## config.mk

```make
export PLATFORM = sky130hd
export DESIGN_NAME = mcd_ctrl_word
export DESIGN_NICKNAME = d
export VERILOG_FILES = /design/src/rtl/mcd_pkg.sv /design/src/rtl/mcd_cmd_qual.sv /design/src/rtl/mcd_host_regs.sv /design/src/rtl/mcd_dev_status.sv /design/src/rtl/mcd_irq_gen.sv /design/src/rtl/mcd_ctrl_word.sv
export SDC_FILE = /design/constraint.sdc
export NUM_CORES = 1
export LEC_CHECK = 0
export BUFFER_PORTS_ARGS = -buffer_cell sky130_fd_sc_hd__buf_2
export CORE_MARGIN = 2
export CORE_UTILIZATION = 42
export CTS_CLUSTER_SIZE = 16
export DETAILED_ROUTE_END_ITERATION = 12
export HOLD_SLACK_MARGIN = 0.1
export PLACE_DENSITY = 0.93
export REMOVE_ABC_BUFFERS = 1
export SETUP_SLACK_MARGIN = 0.02
export SYNTH_ARGS = -nofsm -noshare
export SYNTH_HDL_FRONTEND = slang
export SYNTH_SLANG_ARGS = --single-unit
export TNS_END_PERCENT = 100
```

## constraint.sdc

```tcl
create_clock -name clk -period 3.5 [get_ports clk]
set_input_delay 0.35 -clock clk [delete_from_list [all_inputs] [get_ports clk]]
set_output_delay 0.35 -clock clk [all_outputs]
set_load 0.01 [all_outputs]
```

## src/rtl/mcd_pkg.sv

```systemverilog
// Package: shared widths, bit positions and interrupt type codes for the
// mode-code descriptor control word. Assumes a 16-bit word.
package mcd_pkg;
    localparam int unsigned CW_W = 16;

    // host-owned fields
    localparam int unsigned B_ACC_IE  = 15;
    localparam int unsigned B_SPARE1  = 14;
    localparam int unsigned B_SPARE0  = 13;
    localparam int unsigned B_IZ_IE   = 12;
    localparam int unsigned B_SUSP    = 3;
    localparam int unsigned B_MODE    = 2;
    // device-owned fields
    localparam int unsigned B_ACCESSD = 11;
    localparam int unsigned B_PPON    = 10;
    localparam int unsigned B_BCAST   = 9;
    localparam int unsigned B_PTR     = 8;

    // bits the host may write at any time
    localparam logic [CW_W-1:0] HOST_ANY_MASK =
        (CW_W'(1) << B_ACC_IE) | (CW_W'(1) << B_SPARE1) |
        (CW_W'(1) << B_SPARE0) | (CW_W'(1) << B_IZ_IE) |
        (CW_W'(1) << B_SUSP);
    // bits the host may write only while execution is off
    localparam logic [CW_W-1:0] HOST_IDLE_MASK = CW_W'(1) << B_MODE;

    // interrupt type codes: position in the request vector
    typedef enum logic [0:0] {
        IRQ_ACCESS   = 1'b0,
        IRQ_IDX_ZERO = 1'b1
    } irq_kind_e;
    localparam int unsigned IRQ_KINDS = 2;
endpackage

```

## src/rtl/mcd_cmd_qual.sv

```systemverilog
// Command qualifier: decides whether a completion strobe belongs to this
// descriptor (transmit, mode-code subaddress, execution on).
// Assumes the mode-code subaddresses are all-zeros and all-ones.
module mcd_cmd_qual #(
    parameter int unsigned SA_W = 5
) (
    input  logic            done,
    input  logic            tx,
    input  logic [SA_W-1:0] sa,
    input  logic            exec_en,
    output logic            hit
);
    localparam logic [SA_W-1:0] SA_LO = '0;
    localparam logic [SA_W-1:0] SA_HI = '1;

    logic sa_mode;

    // subaddress match on either mode-code value
    always_comb begin
        sa_mode = (sa == SA_LO) || (sa == SA_HI);
    end

    // final qualification of the strobe
    always_comb begin
        hit = done && tx && exec_en && sa_mode;
    end
endmodule

```

## src/rtl/mcd_host_regs.sv

```systemverilog
// Host-owned bits of the control word. The write mask depends on the bit
// and on execution state. Assumes single-cycle write strobes; only master
// reset clears these bits.
module mcd_host_regs
    import mcd_pkg::*;
(
    input  logic            clk,
    input  logic            rst_n,
    input  logic            exec_en,
    input  logic            wr_en,
    input  logic [CW_W-1:0] wr_data,
    output logic [CW_W-1:0] host_bits
);
    logic [CW_W-1:0] wmask;
    logic [CW_W-1:0] host_q;

    // writable set for this cycle
    always_comb begin
        wmask = HOST_ANY_MASK | (exec_en ? '0 : HOST_IDLE_MASK);
    end

    // masked host register update
    always_ff @(posedge clk) begin
        if (!rst_n) begin
            host_q <= '0;
        end else if (wr_en) begin
            host_q <= (host_q & ~wmask) | (wr_data & wmask);
        end
    end

    assign host_bits = host_q;

    a_r2_mode_locked_exec: assert property (@(posedge clk) disable iff (!rst_n)
        exec_en |=> $stable(host_q[B_MODE]));
    a_r2_no_write_hold: assert property (@(posedge clk) disable iff (!rst_n)
        !wr_en |=> $stable(host_q));
endmodule

```

## src/rtl/mcd_dev_status.sv

```systemverilog
// Device-owned status bits: accessed flag, ping-pong acknowledge,
// broadcast flag and buffer pointer. Assumes `hit` is a qualified
// completion. Software reset wins over a completion in the same cycle,
// and a completion wins over a host read clear.
module mcd_dev_status (
    input  logic clk,
    input  logic rst_n,
    input  logic soft_rst,
    input  logic hit,
    input  logic cmd_bcast,
    input  logic pp_mode,
    input  logic susp_req,
    input  logic rd_clear,
    output logic accessed,
    output logic pp_on,
    output logic bcast,
    output logic ptr
);
    logic acc_q, bc_q, ptr_q, ppon_q;

    // accessed flag: set by completion, cleared by read or soft reset
    always_ff @(posedge clk) begin
        if (!rst_n || soft_rst) begin
            acc_q <= 1'b0;
        end else if (hit) begin
            acc_q <= 1'b1;
        end else if (rd_clear) begin
            acc_q <= 1'b0;
        end
    end

    // broadcast flag and buffer pointer
    always_ff @(posedge clk) begin
        if (!rst_n || soft_rst) begin
            bc_q  <= 1'b0;
            ptr_q <= 1'b0;
        end else if (hit) begin
            bc_q <= cmd_bcast;
            if (pp_mode && ppon_q) begin
                ptr_q <= ~ptr_q;
            end
        end
    end

    // ping-pong acknowledge, moved only at completion
    always_ff @(posedge clk) begin
        if (!rst_n) begin
            ppon_q <= 1'b0;
        end else if (hit) begin
            ppon_q <= pp_mode && !susp_req;
        end
    end

    assign accessed = acc_q;
    assign pp_on    = ppon_q;
    assign bcast    = bc_q;
    assign ptr      = ptr_q;

    a_r4_acc_after_hit: assert property (@(posedge clk) disable iff (!rst_n)
        (hit && !soft_rst) |=> accessed);
    a_r8_ppon_only_on_hit: assert property (@(posedge clk) disable iff (!rst_n)
        !hit |=> $stable(pp_on));
    a_r7_ptr_frozen: assert property (@(posedge clk) disable iff (!rst_n)
        ((!hit || !pp_on) && !soft_rst) |=> $stable(ptr));
    a_r5_srst_clears: assert property (@(posedge clk) disable iff (!rst_n)
        soft_rst |=> (!accessed && !bcast && !ptr));
endmodule

```

## src/rtl/mcd_irq_gen.sv

```systemverilog
// Interrupt request generator: one registered single-cycle pulse per type,
// indexed by mcd_pkg::irq_kind_e. Assumes cmd_idx is the index before the
// decrement of this command, so a value of 1 means it reaches zero now.
module mcd_irq_gen
    import mcd_pkg::*;
#(
    parameter int unsigned IDX_W = 8
) (
    input  logic                 clk,
    input  logic                 rst_n,
    input  logic                 hit,
    input  logic                 pp_mode,
    input  logic [IDX_W-1:0]     cmd_idx,
    input  logic                 gl_acc_en,
    input  logic                 gl_iz_en,
    input  logic                 acc_arm,
    input  logic                 iz_arm,
    output logic [IRQ_KINDS-1:0] irq_req
);
    localparam logic [IDX_W-1:0] IDX_LAST = IDX_W'(1);

    logic [IRQ_KINDS-1:0] cause;
    logic [IRQ_KINDS-1:0] irq_q;

    // per-type cause terms
    always_comb begin
        cause = '0;
        cause[IRQ_ACCESS]   = hit && gl_acc_en && acc_arm;
        cause[IRQ_IDX_ZERO] = hit && !pp_mode && (cmd_idx == IDX_LAST)
                              && gl_iz_en && iz_arm;
    end

    // one register stage per type
    for (genvar k = 0; k < IRQ_KINDS; k++) begin : g_irq
        always_ff @(posedge clk) begin
            if (!rst_n) begin
                irq_q[k] <= 1'b0;
            end else begin
                irq_q[k] <= cause[k];
            end
        end
    end

    assign irq_req = irq_q;

    a_r9_acc_cause: assert property (@(posedge clk) disable iff (!rst_n)
        irq_req[IRQ_ACCESS] |-> $past(hit && gl_acc_en && acc_arm));
    a_r10_iz_cause: assert property (@(posedge clk) disable iff (!rst_n)
        irq_req[IRQ_IDX_ZERO] |-> $past(hit && !pp_mode && cmd_idx == IDX_LAST));
endmodule

```

## src/rtl/mcd_ctrl_word.sv

```systemverilog
// Top: transmit mode-code descriptor control word. It assembles the word
// from host and device fields and provides the registered host read with
// its accessed-flag clear. Assumes single-cycle host strobes; reset is
// synchronous and active low.
module mcd_ctrl_word
    import mcd_pkg::*;
#(
    parameter int unsigned SA_W  = 5,
    parameter int unsigned IDX_W = 8
) (
    input  logic                 clk,
    input  logic                 rst_n,
    input  logic                 soft_rst,
    input  logic                 exec_en,
    input  logic                 host_wr,
    input  logic [CW_W-1:0]      host_wdata,
    input  logic                 host_rd,
    output logic [CW_W-1:0]      host_rdata,
    input  logic                 cmd_done,
    input  logic                 cmd_tx,
    input  logic [SA_W-1:0]      cmd_sa,
    input  logic                 cmd_bcast,
    input  logic [IDX_W-1:0]     cmd_idx,
    input  logic                 gl_acc_irq_en,
    input  logic                 gl_izero_irq_en,
    output logic [CW_W-1:0]      ctl_word,
    output logic [IRQ_KINDS-1:0] irq_req
);
    logic            hit;
    logic [CW_W-1:0] host_bits;
    logic            st_acc, st_ppon, st_bc, st_ptr;
    logic [CW_W-1:0] word;
    logic [CW_W-1:0] rdata_q;

    mcd_cmd_qual #(.SA_W(SA_W)) u_qual (
        .done    (cmd_done),
        .tx      (cmd_tx),
        .sa      (cmd_sa),
        .exec_en (exec_en),
        .hit     (hit)
    );

    mcd_host_regs u_host (
        .clk       (clk),
        .rst_n     (rst_n),
        .exec_en   (exec_en),
        .wr_en     (host_wr),
        .wr_data   (host_wdata),
        .host_bits (host_bits)
    );

    mcd_dev_status u_dev (
        .clk       (clk),
        .rst_n     (rst_n),
        .soft_rst  (soft_rst),
        .hit       (hit),
        .cmd_bcast (cmd_bcast),
        .pp_mode   (host_bits[B_MODE]),
        .susp_req  (host_bits[B_SUSP]),
        .rd_clear  (host_rd),
        .accessed  (st_acc),
        .pp_on     (st_ppon),
        .bcast     (st_bc),
        .ptr       (st_ptr)
    );

    mcd_irq_gen #(.IDX_W(IDX_W)) u_irq (
        .clk       (clk),
        .rst_n     (rst_n),
        .hit       (hit),
        .pp_mode   (host_bits[B_MODE]),
        .cmd_idx   (cmd_idx),
        .gl_acc_en (gl_acc_irq_en),
        .gl_iz_en  (gl_izero_irq_en),
        .acc_arm   (host_bits[B_ACC_IE]),
        .iz_arm    (host_bits[B_IZ_IE]),
        .irq_req   (irq_req)
    );

    // merge host and device fields into the visible word
    always_comb begin
        word = host_bits;
        word[B_ACCESSD] = st_acc;
        word[B_PPON]    = st_ppon;
        word[B_BCAST]   = st_bc;
        word[B_PTR]     = st_ptr;
    end

    // registered host read data
    always_ff @(posedge clk) begin
        if (!rst_n) begin
            rdata_q <= '0;
        end else if (host_rd) begin
            rdata_q <= word;
        end
    end

    assign ctl_word   = word;
    assign host_rdata = rdata_q;

    a_r11_rdata_capture: assert property (@(posedge clk) disable iff (!rst_n)
        host_rd |=> (host_rdata == $past(ctl_word)));
    a_r3_irq_needs_exec: assert property (@(posedge clk) disable iff (!rst_n)
        (irq_req != '0) |-> $past(exec_en && cmd_tx));
endmodule

```

==> After elaboration in Yosys (flattened, before gate mapping) <==
Index checks and enable logic that the tools add are counted.
{ "totals": {"reg_bits": 38, "input_bits": 40, "output_inout_bits": 34, "wordCells": 37} }
{ "classes": {"eq_ne": 2, "n_mux": 3, "bitwise_logic": 5, "reduce_logical": 19} }
{ "op_table": {"columns": ["cell", "n"], "rows": [
  ["$and 16x16->16", 2],
  ["$not 16->16", 1],
  ["$or 16x16->16", 1],
  ["$logic_and 1x1->1", 11],
  ["$eq 8x1->1 const B", 1],
  ["$eq 5x5->1 const B", 1],
  ["$logic_not 5->1", 1],
  ["$logic_not 1->1", 3],
  ["$mux 3", 1],
  ["$logic_or 1x1->1", 2],
  ["$mux 1", 2],
  ["$reduce_and 2->1", 1],
  ["$reduce_bool 2->1", 1],
  ["$not 1->1", 1]
]} }

==> Logic depth before layout (Yosys ltp) <==
Gate-level depths: netlist (run 1).
{ "depth": {"depth_word": 7, "depth_mapped": 4, "ltp_nobuf": 4} }

==> Modules after synthesis <==
A second synthesis (run 1) with hierarchy kept.
{ "hier_totals": {"cells_unflattened": 117, "hier_area_um2": 1258.7} }
{ "modules_own_cells": {"columns": ["module", "instances", "cells_each", "area_each_um2", "seq_area_each_um2"], "rows": [
  ["mcd_ctrl_word", 1, 55, 645.6, 320.3],
  ["mcd_host_regs", 1, 32, 322.8, 120.1],
  ["mcd_dev_status", 1, 17, 168.9, 80.1],
  ["mcd_irq_gen", 1, 9, 88.8, 40.0],
  ["mcd_cmd_qual", 1, 4, 32.5, 0.0]
]} }

==> Worst setup path before layout (run 1) <==
Ideal clock, no wire load.
{ "synth_timing": {"path_type": "input to register", "start": "in cmd_sa[1]", "end": "reg u_dev.ptr_q, in the netlist u_dev.ptr", "setup_ps": 70, "t_arrival_ps": 1347, "required_time_ps": 3430, "slack_ps": 2083, "path_stages": 4, "path_buffers": 0, "cell_sequence": "nor4_2 -> mux2i_1 -> or4_1 -> a21oi_1"} }
{ "synth_via": {"elab_chain_len": 4, "elab_cells_between_ends": 5, "cone_classes": "eq/ne: 1; reduce/logical: 4"} }
{ "synth_rtl": {"columns": ["item", "line", "source"], "rows": [
  ["from (decl)", "mcd_ctrl_word.sv:21", "input logic [SA_W-1:0] cmd_sa,"],
  ["$eq 5x5->1 or $logic_not 5->1 (tied branches)", "mcd_cmd_qual.sv:20", "sa_mode = (sa == SA_LO) || (sa == SA_HI);"],
  ["$logic_or 1x1->1 *", "mcd_cmd_qual.sv:20", null],
  ["$logic_and 1x1->1 *", "mcd_cmd_qual.sv:25", "hit = done && tx && exec_en && sa_mode;"],
  ["$reduce_and 2->1 (no line) *", null, null],
  ["to (signal assigned)", "mcd_dev_status.sv:40", "ptr_q <= ~ptr_q;"],
  ["to (decl)", "mcd_dev_status.sv:19", "logic acc_q, bc_q, ptr_q, ppon_q;"]
]} }
Mark *: on every way between the ends. The rest lies on a longest branch, timed or not.
A chain may end at the register's enable or synchronous reset.

==> Worst setup path in the final report (run 1) <==
Ends and elaborated chain as after synthesis.

==> results.json, run 1 <==
{
  "outcome": "finished clean",
  "die_area_um2": 2790,
  "hp-class": "primary input to register",
  "synthTopCellsByArea": "dfxtp_1 (44%), mux2i_1 (18%), buf_4 (15%)",
  "cap_violations": 0,
  "coreArea_um2": 2230,
  "routed_wl_um": 1980,
  "cts_buffer_depth": 2,
  "finalHoldViolCount": 0,
  "drc": 0,
  "die_x_um": 52.9,
  "grt_pass1_wl_um": 3240,
  "ir_worst_vdd_mv": 0.327,
  "drtIter0Drc": 5,
  "path_clk_slew_ps": 110,
  "num_rows": 17,
  "fin_util": 0.534,
  "synth_common_cells": "dfxtp_1 (22), buf_4 (20), mux2i_1 (18)",
  "grt_max_degree": 19,
  "grtUsageTotal": 0.159,
  "max_stage_delay_ps": 520,
  "diodes": 0,
  "yosys_warnings": 0,
  "cts_tree": "built",
  "cts_hold_buf": 0,
  "multi_input_area_um2": 437,
  "power_density_nw_per_um2": 360,
  "nNetsFinal": 189,
  "ys_seq_area_frac": 0.439,
  "cts.repair.resized": 0,
  "synth_top_cell_area_share": 0.439,
  "clk_latency_ps": 290,
  "postCtsSetupBuffers": 0,
  "cts-root-buf": "clkbuf_4",
  "path_cells": "buf_2 > nor4_2 > mux2i_1 > or4_1 > a21oi_1",
  "clock_sinks": 22,
  "initial_core_util": 0.449,
  "clock-skew-final_ps": 1.38,
  "fill_cells": 211,
  "place_inst": 172,
  "min_period_ps": 1330,
  "drive_gt1_frac": 0.395,
  "cts_max_level": 1,
  "syn_to_final_growth_pct": 19.1,
  "report.final.slew_viol_count": 0,
  "cpLargestDelayFamily": "simple AND/OR/NAND/NOR gates",
  "critical_path_required_ps": 3740,
  "design_area_um2": 1190,
  "endpoint_kind": "register",
  "synth_edf_count": 0,
  "fmax_mhz": 751,
  "critical_path_class": "primary input to register",
  "avgSynthCellArea_um2": 9.54,
  "critPathBufInv": 1,
  "setup_tns_ps": 0,
  "cp_max_fo": 5,
  "viasPerCell": 4.73,
  "dr.pass1.iters": 3,
  "syn_area_um2": 1000,
  "rsz0062_at_grt": "false",
  "worstPathArrival_ps": 1570,
  "antenna_found_initial": 0,
  "startpoint_type": "primary input",
  "yosysTopAreaCell": "dfxtp_1",
  "place_area_um2": 1170,
  "regArea_um2": 440,
  "yosysMostFrequentCell": "dfxtp_1",
  "gp_routability_congestion": 0.686,
  "dpl.hpwl_um": 1580,
  "synthArstFlopShare": 0,
  "cts_inserted_buffers": 3,
  "port_buffers": 51,
  "gr-total-overflow": 0,
  "finalSetupViolCount": 0,
  "routedWlPerCell_um": 11.3,
  "synth_top_flop_cell": "dfxtp_1",
  "ant_nets": 0,
  "critPathLaunch": "cmd_sa[1]",
  "dieHeight_um": 52.9,
  "ios": 74,
  "via_count": 827,
  "ys_seq_elements": 22,
  "p_leak_uw": 0.000623,
  "synth_cells": 105,
  "final-instance-count-excl-fill": 175,
  "synth_cell_types": 25,
  "worstHoldStart": "gl_acc_irq_en",
  "fin_crit_sh": 0.380,
  "first_global_vias": 762,
  "slowest_stage": "or4_1"
}
## logic make-up (layout without fill, tap and decap cells)
group,count (synthesis),in the layout,share of synthesized area
AO/OA/AOI/OAI,5,5,0.0275
other,1,12,0.00374
buffers and inverters,24,55,0.166
AND/OR/NAND/NOR,35,35,0.184
multiplexers,18,18,0.180
flip-flops,22,22,0.439
## worst min-delay path, cell delays in order
cell	delay, ps
buf_2	100
nand2_1	50
nor3_1	40
## sequential cells by signal, indices dropped and copies added, names as in the netlist, named ones only
| register | flops |
|---|---|
| u_irq.irq_req | 2 |
| host_rdata | 10 |
| u_dev.accessed | 1 |
| u_dev.pp_on | 1 |
| u_dev.ptr | 1 |
| u_host.host_bits | 5 |
| u_dev.bcast | 1 |
## report_power, final
| part | internal [uW] | switching, uW |
|---|---|---|
| clock network | 40.0 | 70.7 |
| registers | 257 | 5.42 |
| logic | 26.3 | 30.3 |
| total | 323 | 106 |
## through the flow
| step | setup WS [ps] | power [uW] | hold WS (ps) |
|---|---|---|---|
| after CTS | 2160 | 432 | 265 |
| after floorplan | 2080 | 293 | 477 |
| after detailed placement | 1840 | 325 | 459 |
| after global placement | 1920 | 322 | 456 |
| final | 2170 | 429 | 272 |
| after global routing | 2050 | 447 | 273 |
## per-layer routing
metal,wire length (um),vias up,global-route usage
li1,-,408,-
met5,0,-,0
met3,210,2,0.0311
met2,918,48,0.277
met4,13,0,0.0641
met1,840,369,0.189
## worst paths after layout
kind,end,slack [ps],depth (start not counted)
worst max register to register,u_dev.ptr,2360,3
worst min-delay path,u_irq.irq_req[0],270,3
worst max-delay path,u_dev.ptr,2170,5
worst min register to register,u_irq.irq_req[0],480,2
## placed cells by master, fill, tap and decap left out
cell type / Yosys / routed
o31ai_1: 1 / 1
nand2_1: 3 / 3
nor4_2: 1 / 1
nand4_1: 1 / 1
nor2_1: 17 / 17
clkinv_1: 1 / 1
nand2b_1: 2 / 2
nand3b_1: 1 / 1
nand3_1: 1 / 1
or4_1: 1 / 1
dfxtp_1: 22 / 22
nor3_1: 2 / 2
buf_2: 1 / 51
mux2i_1: 18 / 18
clkbuf_4: 0 / 3
nor2b_1: 1 / 1
o21ai_0: 1 / 1
conb_1: 1 / 12
and4_2: 1 / 1
nor4bb_1: 1 / 1
nor4_1: 1 / 1
or3b_2: 1 / 1
a21oi_1: 3 / 3
or2_2: 1 / 1
## area by class of cell
| type | instances | share of cell area |
|---|---|---|
| sequential | 22 | 0.369 |
| multi-input combinational | 70 | 0.366 |
| tap | 28 | 0.0294 |
| inverter | 1 | 0.00314 |
| clock buffer | 3 | 0.0189 |
| timing repair buffer | 51 | 0.214 |
(Power assumes the default switching activity.)
==> run 2, diff against run 1 <==
--- a/config.mk
+++ b/config.mk
@@ -7,11 +7,11 @@
 export LEC_CHECK = 0
 export BUFFER_PORTS_ARGS = -buffer_cell sky130_fd_sc_hd__buf_2
 export CORE_MARGIN = 2
-export CORE_UTILIZATION = 42
+export CORE_UTILIZATION = 35
 export CTS_CLUSTER_SIZE = 16
 export DETAILED_ROUTE_END_ITERATION = 12
 export HOLD_SLACK_MARGIN = 0.1
-export PLACE_DENSITY = 0.93
+export PLACE_DENSITY = 0.84
 export REMOVE_ABC_BUFFERS = 1
 export SETUP_SLACK_MARGIN = 0.02
 export SYNTH_ARGS = -nofsm -noshare
==> constraint.sdc (replaced) <==
create_clock -name clk -period 1.1 [get_ports clk]
set_input_delay 0.11 -clock clk [delete_from_list [all_inputs] [get_ports clk]]
set_output_delay 0.11 -clock clk [all_outputs]
set_load 0.01 [all_outputs]
==> results.json, run 2 (synthesized netlist as in run 1, its figures left out) <==
{
  "dieHeight_um": 57.5,
  "ios": 74,
  "r2r_end": "u_dev.ptr",
  "cts_buffer_depth": 2,
  "via_count": 871,
  "port_buffers": 51,
  "drc": 0,
  "nNetsFinal": 206,
  "hold-path-cell-count": 3,
  "report.final.slew_viol_count": 0,
  "finalHoldViolCount": 0,
  "clock_sinks": 22,
  "grtUsageTotal": 0.139,
  "largest_reg_flops": 10,
  "antenna_found_initial": 0,
  "critical_path_required_ps": 1330,
  "power_density_nw_per_um2": 1010,
  "syn_to_final_growth_pct": 39.1,
  "cts_max_level": 1,
  "final_cell_mix": "buf_2 (48), dfxtp_1 (20), mux2i_1 (18)",
  "hold_end": "u_dev.accessed",
  "place_area_um2": 1200,
  "grt_max_degree": 12,
  "coreArea_um2": 2730,
  "worstPathArrival_ps": 1260,
  "rsz0062_at_grt": "true",
  "clock-skew-final_ps": 1.26,
  "cap_violations": 0,
  "clk_latency_ps": 300,
  "viasPerCell": 4.47,
  "drive_gt1_frac": 0.384,
  "gr-total-overflow": 0,
  "dr.pass1.iters": 2,
  "num_rows": 19,
  "ir_worst_vdd_mv": 0.956,
  "cts_inserted_buffers": 3,
  "regToRegSetupSlack_ps": 70,
  "critical_path_class": "primary input to register",
  "finalSetupViolCount": 0,
  "routedWlPerCell_um": 11.5,
  "dpl.hpwl_um": 1570,
  "first_global_vias": 818,
  "fin_ws_ps": 69.2,
  "p_leak_uw": 0.000710,
  "diodes": 0,
  "min_period_ps": 1030,
  "die_area_um2": 3310,
  "pre_cts_slack_ps": -250,
  "cp_max_fo": 1,
  "fin_crit_sh": 0.937,
  "cts-root-buf": "clkbuf_4",
  "holdWs_ps": 119,
  "outcome": "finished clean",
  "die_x_um": 57.5,
  "routed_wl_um": 2240,
  "cts_tree": "built",
  "initial_core_util": 0.367,
  "gp_routability_congestion": 0.670,
  "drtIter0Drc": 12,
  "endpoint_kind": "register",
  "hp-class": "primary input to register",
  "path_clk_slew_ps": 110,
  "rr_worst_depth": 3,
  "design_area_um2": 1390,
  "startpoint_type": "primary input",
  "ant_nets": 0,
  "worstHoldStart": "soft_rst",
  "grt_pass1_wl_um": 3570,
  "fmax_mhz": 970,
  "layout_commonest_cell": "buf_2"
}
==> run 2: critical path, cell delays in order <==
cell           delay [ps]
dlygate4sd3_1         550
nor4bb_2              290
nand4_1               130
nor3_1                180
==> run 2: power breakdown <==
group	leakage (uW)	switching, uW	internal, uW	total (uW)
clock network	0.0000138	219	128	346
registers	0.000180	14.7	817	832
logic	0.000516	108	127	235
total	0.000710	342	1070	1410
==> run 2: per-stage QoR <==
step	power [uW]	utilization	setup TNS, ps	cells
global route	1500	0.510	0	195
global placement	1040	0.441	-806	179
CTS	1430	0.508	0	198
detailed placement	1040	0.441	-996	179
floorplan	932	-	-100	93
finish	1410	0.510	0	195
==> run 2: cell type report <==
type                       instances  area (um^2)
clock buffer                       3         22.5
fill                             257         1340
inverter                           1         3.75
multi-input combinational         70          449
sequential                        22          443
tap                               31         38.8
timing repair buffer              68          437
==> run 2: worst max path at each step <==
stage / from / to
after CTS: cmd_idx[1] / u_irq.irq_req[1]
final: cmd_idx[2] / u_irq.irq_req[1]
after detailed placement: cmd_sa[1] / u_dev.ptr
after global routing: register / u_dev.ptr
after global placement: cmd_sa[1] / u_dev.ptr
after floorplan: cmd_sa[1] / u_dev.ptr
==> run 2: what timing repair did <==
action / 4_1_cts / 5_1_grt
endpoints found under the setup margin: 2 / 3
pin swaps: 0 / 5
hold endpoints to repair: 9 / 0
hold buffers: 16 / 0
buffers inserted: 0 / 0
resized for setup: 2 / 4
==> run 2: per-layer routing <==
layer,up-vias,routed length [um],GRT usage
met3,4,166,0.0499
met1,387,855,0.152
met2,40,1190,0.248
met4,0,36,0.0432
met5,-,0,0
li1,440,-,-
==> run 3, diff against run 2 <==
==> constraint.sdc (replaced) <==
create_clock -name clk -period 1.1 [get_ports clk]
set_input_delay 0.22 -clock clk [delete_from_list [all_inputs] [get_ports clk]]
set_output_delay 0.22 -clock clk [all_outputs]
set_load 0.01 [all_outputs]
==> results.json, run 3 (synthesized netlist as in run 1, its figures left out) <==
{
  "initial_core_util": 0.367,
  "regArea_um2": 450,
  "critPathLaunch": "cmd_sa[1]",
  "path_clk_slew_ps": 130,
  "cap_violations": 0,
  "p_leak_uw": 0.000703,
  "outcome": "complete, but fails checks",
  "fill_cells": 267,
  "nNetsFinal": 199,
  "setup_tns_ps": -102,
  "dpl.hpwl_um": 1620,
  "syn_to_final_growth_pct": 38.6,
  "coreArea_um2": 2730,
  "ios": 74,
  "via_count": 872,
  "drive_gt1_frac": 0.519,
  "power_density_nw_per_um2": 1200,
  "fmax_mhz": 845,
  "endpoint_kind": "register",
  "cts_tree": "built",
  "fin_crit_sh": 1.08,
  "antenna_found_initial": 0,
  "cts_max_level": 1,
  "drtIter0Drc": 17,
  "r2r_end": "u_dev.ptr",
  "die_x_um": 57.5,
  "rsz0062_at_grt": "true",
  "diodes": 0,
  "critical_path_required_ps": 1350,
  "place_area_um2": 1220,
  "grt_max_degree": 14,
  "multi_input_area_um2": 474,
  "routedWlPerCell_um": 11.4,
  "dr.pass1.iters": 3,
  "largest_reg_flops": 10,
  "finalSetupViolCount": 2,
  "violations": "negative setup slack",
  "hold_end": "u_irq.irq_req[0]",
  "startpoint_type": "primary input",
  "cts_inserted_buffers": 3,
  "num_rows": 19,
  "clock_sinks": 22,
  "dieHeight_um": 57.5,
  "clock-skew-final_ps": 9.75,
  "report.final.slew_viol_count": 0,
  "critical_path_class": "primary input to register",
  "final_cell_mix": "buf_2 (46), mux2i_1 (17), nor2_1 (17)",
  "finalHoldViolCount": 0,
  "gp_routability_congestion": 0.674,
  "cts-root-buf": "clkbuf_4",
  "clk_latency_ps": 310,
  "regToRegSetupSlack_ps": -10,
  "hp-class": "primary input to register",
  "layout_commonest_cell": "buf_2",
  "routed_wl_um": 2160,
  "fin_ws_ps": -83.4,
  "gr-total-overflow": 0,
  "ir_worst_vdd_mv": 1.15,
  "first_global_vias": 754,
  "port_buffers": 51,
  "hold-path-cell-count": 3,
  "worstPathArrival_ps": 1440,
  "design_area_um2": 1390,
  "cts_buffer_depth": 2,
  "viasPerCell": 4.61,
  "min_period_ps": 1180,
  "grt_pass1_wl_um": 3190,
  "drc": 0,
  "rr_worst_depth": 4,
  "cp_max_fo": 5,
  "worstHoldStart": "gl_acc_irq_en",
  "ant_nets": 0,
  "die_area_um2": 3310,
  "grtUsageTotal": 0.124
}
-- run 3: cell count changes in the layout (fill, tap and decap cells not counted), moves of 2 or more --
cell,change
nor4_4,+2
dlygate4sd3_1,-15
buf_4,+5
dfxtp_1,-6
buf_6,+6
dfxtp_2,+6
nor4_2,-2
buf_2,-2
-- run 3: repair_timing --
| action | 4_1_cts | 5_1_grt |
|---|---|---|
| hold buffers | 0 | 0 |
| buffers inserted | 3 | 1 |
| pin swaps | 1 | 5 |
| endpoints found under the hold margin | 0 | 0 |
| gates resized for setup | 9 | 13 |
| endpoints found under the setup margin | 5 | 11 |
-- run 3: area by class of cell --
| type | instances | share of cell area |
|---|---|---|
| Clock buffer | 3 | 0.0162 |
| Clock inverter | 1 | 0.0216 |
| Inverter | 1 | 0.00270 |
| Multi-Input combinational cell | 70 | 0.341 |
| Sequential cell | 22 | 0.324 |
| Tap cell | 31 | 0.0279 |
| Timing Repair Buffer | 61 | 0.266 |
-- run 3: stage by stage --
stage	power, uW	util	setup slack (ps)	cells	hold WS [ps]
global route	1750	0.508	-83.0	189	142
CTS	1670	0.487	-10.1	188	117
finish	1670	0.508	-83.4	189	128
detailed placement	1050	0.446	-364	181	462
global placement	1040	0.446	-327	181	453
floorplan	932	-	-187	93	347
-- run 3: power breakdown --
part / internal (uW) / switching [uW]
Sequential: 819 / 13.9
Combinational: 113 / 112
Clock: 368 / 245
Total: 1300 / 371
-- run 3: worst max-delay path, cell delays in order --
cell and delay [ps]:
buf_6 100, nor4_4 290, mux2i_2 140, or4_4 550, a21oi_2 140
-- run 3: worst max-delay path by stage --
stage                     cells after the start          end
after floorplan                               4    u_dev.ptr
after global placement                        5    u_dev.ptr
after detailed placement                      5    u_dev.ptr
after CTS                                     2  ctl_word[2]
after global routing                          5    u_dev.ptr
final                                         5    u_dev.ptr
-- run 3: routing by layer --
metal | up-vias | wire (um) | global-route usage
met5 | - | 0 | 0
met4 | 0 | 0 | 0.00997
met3 | 0 | 167 | 0.0544
met2 | 36 | 1160 | 0.218
met1 | 408 | 833 | 0.145
li1 | 428 | - | -
